--- config.mk ---
export PLATFORM = sky130hd
export DESIGN_NAME = frame_screen_inject
export DESIGN_NICKNAME = d
export VERILOG_FILES = /design/src/rtl/frame_screen_pkg.sv /design/src/rtl/bit_destuffer.sv /design/src/rtl/hdr_screen.sv /design/src/rtl/err_flag_drv.sv /design/src/rtl/frame_screen_inject.sv
export SDC_FILE = /design/constraint.sdc
export NUM_CORES = 1
export LEC_CHECK = 0
export ABC_AREA = 1
export BUFFER_PORTS_ARGS = -buffer_cell sky130_fd_sc_hd__buf_4
export CAP_MARGIN = 0
export CORE_MARGIN = 4
export CORE_UTILIZATION = 60
export DETAILED_ROUTE_END_ITERATION = 8
export GPL_ROUTABILITY_DRIVEN = 1
export PLACE_DENSITY_LB_ADDON = 0.15
export SYNTH_ARGS = -nofsm -noshare
export SYNTH_HDL_FRONTEND = slang
export SYNTH_SLANG_ARGS = --single-unit
export TNS_END_PERCENT = 30
--- constraint.sdc ---
create_clock -name clk -period 2.95 [get_ports clk]
set_input_delay 0.1475 -clock clk [delete_from_list [all_inputs] [get_ports clk]]
set_output_delay 0.1475 -clock clk [all_outputs]
set_load 0.05 [all_outputs]
--- src/rtl/frame_screen_pkg.sv ---
package frame_screen_pkg;
  typedef enum logic [1:0] {
    ST_IDLE_WAIT,
    ST_HUNT,
    ST_SCREEN,
    ST_INJECT
  } scr_state_t;
endpackage

--- src/rtl/bit_destuffer.sv ---
// Removes stuff bits from the in-frame bit stream and flags stuffing violations.
module bit_destuffer #(
  parameter int RUN = 5
) (
  input  logic clk,
  input  logic rst,
  input  logic start,     // start-of-frame bit sampled (dominant)
  input  logic sample,    // in-frame sample strobe
  input  logic bit_in,
  output logic dv,        // bit_in is a field bit
  output logic dbit,
  output logic serr       // sixth equal bit
);
  localparam int RW = $clog2(RUN + 1);

  logic          last_q;
  logic [RW-1:0] run_q;
  logic          is_stuff;

  assign is_stuff = (run_q == RW'(RUN));

  always_comb begin
    dv   = sample && !is_stuff;
    dbit = bit_in;
    serr = sample && is_stuff && (bit_in == last_q);
  end

  always_ff @(posedge clk) begin
    if (rst) begin
      last_q <= 1'b1;
      run_q  <= '0;
    end else if (start) begin
      last_q <= 1'b0;
      run_q  <= RW'(1);
    end else if (sample) begin
      if (is_stuff || (bit_in != last_q)) begin
        last_q <= bit_in;
        run_q  <= RW'(1);
      end else begin
        run_q  <= run_q + RW'(1);
      end
    end
  end
endmodule

--- src/rtl/hdr_screen.sv ---
// Counts destuffed header bits and compares identifier and RTR on the fly.
module hdr_screen #(
  parameter int ID_W     = 11,
  parameter int HDR_BITS = 15
) (
  input  logic            clk,
  input  logic            rst,
  input  logic            clear,
  input  logic            dv,
  input  logic            dbit,
  input  logic [ID_W-1:0] tid,
  input  logic            trtr,
  output logic            done,
  output logic            hit
);
  localparam int CW = $clog2(HDR_BITS + 1);

  logic [CW-1:0] cnt_q;
  logic          miss_q;
  logic          exp_bit;
  logic          cmp_en;

  always_comb begin
    exp_bit = trtr;
    for (int i = 0; i < ID_W; i++) begin
      if (cnt_q == CW'(i)) exp_bit = tid[ID_W-1-i];
    end
  end

  assign cmp_en = dv && (cnt_q <= CW'(ID_W));
  assign done   = dv && (cnt_q == CW'(HDR_BITS - 1));
  assign hit    = !miss_q;

  always_ff @(posedge clk) begin
    if (rst || clear) begin
      cnt_q  <= '0;
      miss_q <= 1'b0;
    end else if (dv) begin
      cnt_q  <= cnt_q + CW'(1);
      if (cmp_en && (dbit != exp_bit)) miss_q <= 1'b1;
    end
  end
endmodule

--- src/rtl/err_flag_drv.sv ---
// Waits for a bit boundary once armed, then drives FLAG_BITS dominant bit times.
module err_flag_drv #(
  parameter int FLAG_BITS = 6,
  parameter int CNT_W     = 8
) (
  input  logic             clk,
  input  logic             rst,
  input  logic             arm,
  input  logic             bit_edge,
  output logic             tx_n,
  output logic             inject_pulse,
  output logic             done,
  output logic [CNT_W-1:0] match_count
);
  localparam int FW = $clog2(FLAG_BITS + 1);

  logic          armed_q;
  logic          active_q;
  logic [FW-1:0] fcnt_q;

  always_ff @(posedge clk) begin
    if (rst) begin
      armed_q      <= 1'b0;
      active_q     <= 1'b0;
      fcnt_q       <= '0;
      tx_n         <= 1'b1;
      inject_pulse <= 1'b0;
      done         <= 1'b0;
      match_count  <= '0;
    end else begin
      inject_pulse <= 1'b0;
      done         <= 1'b0;
      if (arm) armed_q <= 1'b1;
      if (armed_q && bit_edge) begin
        armed_q      <= 1'b0;
        active_q     <= 1'b1;
        fcnt_q       <= '0;
        tx_n         <= 1'b0;
        inject_pulse <= 1'b1;
        match_count  <= match_count + CNT_W'(1);
      end else if (active_q && bit_edge) begin
        if (fcnt_q == FW'(FLAG_BITS - 1)) begin
          active_q <= 1'b0;
          tx_n     <= 1'b1;
          done     <= 1'b1;
        end else begin
          fcnt_q <= fcnt_q + FW'(1);
        end
      end
    end
  end
endmodule

--- src/rtl/frame_screen_inject.sv ---
module frame_screen_inject
  import frame_screen_pkg::*;
#(
  parameter int ID_W      = 11,
  parameter int RSV_BITS  = 2,
  parameter int STUFF_RUN = 5,
  parameter int IDLE_BITS = 11,
  parameter int FLAG_BITS = 6,
  parameter int CNT_W     = 8
) (
  input  logic             clk,
  input  logic             rst,
  input  logic             bit_edge,
  input  logic             sample_tick,
  input  logic             rx_bit,
  input  logic             cfg_enable,
  input  logic [ID_W-1:0]  cfg_target_id,
  input  logic             cfg_target_rtr,
  output logic             tx_n,
  output logic             inject_pulse,
  output logic [CNT_W-1:0] match_count
);
  localparam int HDR_BITS = ID_W + 1 + RSV_BITS + 1;
  localparam int IW       = $clog2(IDLE_BITS + 1);

  scr_state_t    st_q;
  logic [IW-1:0] idle_q;
  logic          sof, ds_sample, dv, dbit, serr, hdr_done, hdr_hit, arm, flag_done;

  assign sof       = (st_q == ST_HUNT) && sample_tick && !rx_bit;
  assign ds_sample = (st_q == ST_SCREEN) && sample_tick;
  assign arm       = (st_q == ST_SCREEN) && !serr && hdr_done && hdr_hit && cfg_enable;

  bit_destuffer #(.RUN(STUFF_RUN)) u_dstf (
    .clk(clk), .rst(rst), .start(sof), .sample(ds_sample), .bit_in(rx_bit),
    .dv(dv), .dbit(dbit), .serr(serr)
  );

  hdr_screen #(.ID_W(ID_W), .HDR_BITS(HDR_BITS)) u_hdr (
    .clk(clk), .rst(rst), .clear(sof), .dv(dv), .dbit(dbit),
    .tid(cfg_target_id), .trtr(cfg_target_rtr), .done(hdr_done), .hit(hdr_hit)
  );

  err_flag_drv #(.FLAG_BITS(FLAG_BITS), .CNT_W(CNT_W)) u_flag (
    .clk(clk), .rst(rst), .arm(arm), .bit_edge(bit_edge), .tx_n(tx_n),
    .inject_pulse(inject_pulse), .done(flag_done), .match_count(match_count)
  );

  always_ff @(posedge clk) begin
    if (rst) begin
      st_q   <= ST_IDLE_WAIT;
      idle_q <= '0;
    end else begin
      case (st_q)
        ST_IDLE_WAIT: if (sample_tick) begin
          if (!rx_bit) begin
            idle_q <= '0;
          end else if (idle_q == IW'(IDLE_BITS - 1)) begin
            idle_q <= '0;
            st_q   <= ST_HUNT;
          end else begin
            idle_q <= idle_q + IW'(1);
          end
        end
        ST_HUNT: if (sof) st_q <= ST_SCREEN;
        ST_SCREEN: begin
          if (serr) st_q <= ST_IDLE_WAIT;
          else if (hdr_done) st_q <= arm ? ST_INJECT : ST_IDLE_WAIT;
        end
        ST_INJECT: if (flag_done) st_q <= ST_IDLE_WAIT;
        default: st_q <= ST_IDLE_WAIT;
      endcase
    end
  end
endmodule

==> reports/qor.txt <==
Outcome = completed
I/O pin total = 28
GRT Total Usage = 19.5%
DRC viols = 0
Top FF cell, synth = dfxtp_1
Max cap viols = 0
Leakage = 0.907 nW
Most common cell after layout, fill and taps aside = nand2_1
Routed WL = 3.40 mm
CP Max Fanout = 5
Final net count = 307
Die Width = 61.7 um
Crit path top cell by count = nand2_1
Initial core utilization = 62.7%
Die height = 61.7 um
Sink Count = 31
HPWL Detailed = 2.55 mm
Final worst clock skew = 0.00906 ns
Final GP Congestion = 0.892
CTS-repair resized insts = 0
Fmax = 0.536 GHz
Hold Crit Class = input pin to flop
Port buffer count = 27
Asr flop ratio synth = 0%
Final core utilization = 73.5%
Rel. slew slack = 73.5%
Sequential area share after synthesis = 35.9%
Setup crit end kind = flop
Worst Path Buf+Inv = 1
WL per Instance = 11.0 um
CTS tree = done
Startpoint types = flop
Crit path arrival time = 2.12 ns
WP data required = 3.21 ns
Hold buffers post-CTS = 0
First-pass GRT wire length = 5.55 mm
Area growth syn-to-layout = 17.2%
Clock transition at path regs = 0.09 ns
Clock Tree Buf Depth = 2
Post-synth net total = 275
Antenna Nets Post-Route = 0
Post-Syn Area per Cell = 7.03 sq um
Row count = 19
Share of layout cells above drive strength 1 = 18.6%
Count of final setup violators = 0
Commonest cells after routing, fill and taps aside = nand2_1 (49), inv_1 (39), dfxtp_1 (31), buf_4 (27), nor2_1 (22)
Global route overflow = 0
Clk_lat worst skew = 0.32 ns
Number of global-route vias before repair = 1360
Largest net degree at the start of global routing = 13
CP Class = flop to flop
Yosys cell types = 33
Die area = 0.00381 sq mm
Worst stage delay on the critical path = 0.41 ns
Power Density = 526 mW/mm^2
EDFF count, synth = 0
Root Buffer = clkbuf_4
Post-CTS Setup Bufs = 0
Largest delay share family, worst path = simple AND/OR/NAND/NOR gates
CTS H-tree depth = 2
Vias per inst = 5.17
Critical-path cell list = inv_1, ha_1, nand2_1, nand2_1, nand3_1, nand2_1, nand2_1, nand2_1, nand2_1, nand2_1, nand2_1, nand2_1, nand2_1, nand2_1, nand2_1, nand2_1, nand2_2, nand2_1, nand2_1, nand3_2, a21oi_2
#FFs+latches synth = 31
CP max stage cell = dfxtp_1
Setup ws final = 1.08 ns
Worst VDD drop = 0.480 mV
Crit share post-route = 63.2%
First drt pass iteration count = 5
R2R Setup Slk = 1.08 ns
Initial antenna violation count = 0
Placed Area = 0.00196 sq mm
DR vias = 1603
Cells after Synth = 246
Core area = 0.00276 sq mm
Post-route setup TNS = 0 ns
Cell Area, Synth = 0.00173 sq mm
Pre-CTS setup slack = 1.08 ns
Tightest Pin Transition = 0.397 ns
Final min period = 1.87 ns
Synthesis Warnings = 0
Post-route cell area = 0.00203 sq mm
Antenna cell count = 0
Detailed Route Iter0 Violations = 83
Final Hold Fails = 0
Fin. max-slew vios = 0
CTS Buf Count = 5
RSZ-0062 raised after global routing = false
-- cell type report --
| type | instances | area [sq um] |
|---|---|---|
| Clock buffer | 8 | 68.8 |
| Fill cell | 214 | 729 |
| Inverter | 46 | 173 |
| Multi-Input combinational cell | 167 | 925 |
| Sequential cell | 31 | 621 |
| Tap cell | 31 | 38.8 |
| Timing Repair Buffer | 27 | 203 |
-- routing by layer --
layer | vias to the layer above | GRT usage [%] | wire [um]
met3 | 3 | 5.58 | 205
met1 | 700 | 24.4 | 1590
met2 | 41 | 33.3 | 1590
met4 | 0 | 4.55 | 21
met5 | - | 0 | 0
li1 | 859 | - | -
-- where the power goes --
part / internal (mW) / leakage, nW / switching, mW
registers: 0.450 / 0.251 / 0.0305
logic: 0.121 / 0.618 / 0.192
clock network: 0.140 / 0.0386 / 0.132
-- worst paths after layout --
kind / endpoint / depth (start not counted) / start
setup / recovery: u_hdr.miss_q$_SDFFE_PP0P_ / 21 / u_hdr.cnt_q[0]$_SDFFE_PP0P_
hold / removal: idle_q[1]$_SDFFE_PP0P_ / 2 / rst
setup reg to reg: u_hdr.miss_q$_SDFFE_PP0P_ / 21 / u_hdr.cnt_q[0]$_SDFFE_PP0P_
hold reg to reg: u_flag.match_count[7]$_SDFFE_PP0P_ / 1 / u_flag.match_count[7]$_SDFFE_PP0P_
-- cells by family after synthesis --
family          count (synthesis)  synth area share, %
simple gates                  111                 29.9
buf+inv                        48                 10.7
compound gates                 42                 14.1
flops                          31                 35.9
fa+ha+maj                      11                 7.95
xor+xnor                        3                 1.52
-- worst register-to-register path, delay by kind of cell, from the launching register on --
kind	cells	cell delay, ns
and+or+nand+nor	18	0.94
AOI/OAI and AO/OA	1	0.11
buffers and inverters	1	0.10
DFF	1	0.41
adders and majority gates	1	0.25
-- cells in the mapped netlist (all sizes together) (2+ instances only) --
cell type	count	area, sq um
dfxtp	31	621
nand2	50	190
a21oi	18	93.8
nor3	7	35.0
o21ai	12	60.1
a211oi	2	15.0
and3	3	18.8
xnor2	2	17.5
nand3	19	100
inv	45	169
nor2	26	128
a31oi	3	18.8
or2	2	12.5
nand4	2	12.5
ha	11	138
buf	2	12.5
-- flip-flops by register name, summed over array words and instances, names as in the netlist --
register	flops
u_flag.tx_n	1
u_dstf.run_q	3
st_q	2
u_flag.done	1
u_flag.armed_q	1
u_flag.inject_pulse	1
idle_q	4
u_flag.active_q	1
u_hdr.miss_q	1
u_flag.fcnt_q	3
u_hdr.cnt_q	4
u_dstf.last_q	1
u_flag.match_count	8
-- metrics by stage --
| step | hold slack (ns) | total power [mW] | std cells |
|---|---|---|---|
| 6_report | 0.0433 | 1.07 | 310 |
| 5_1_grt | 0.0327 | 1.15 | 310 |
| 4_1_cts | 0.0316 | 1.08 | 310 |
| 3_5_place_dp | 0.389 | 0.804 | 302 |
| 3_3_place_gp | 0.386 | 0.800 | 302 |
| 2_1_floorplan | 0.220 | 0.732 | 246 |
No activity file was read; power rests on OpenSTA's default activity.
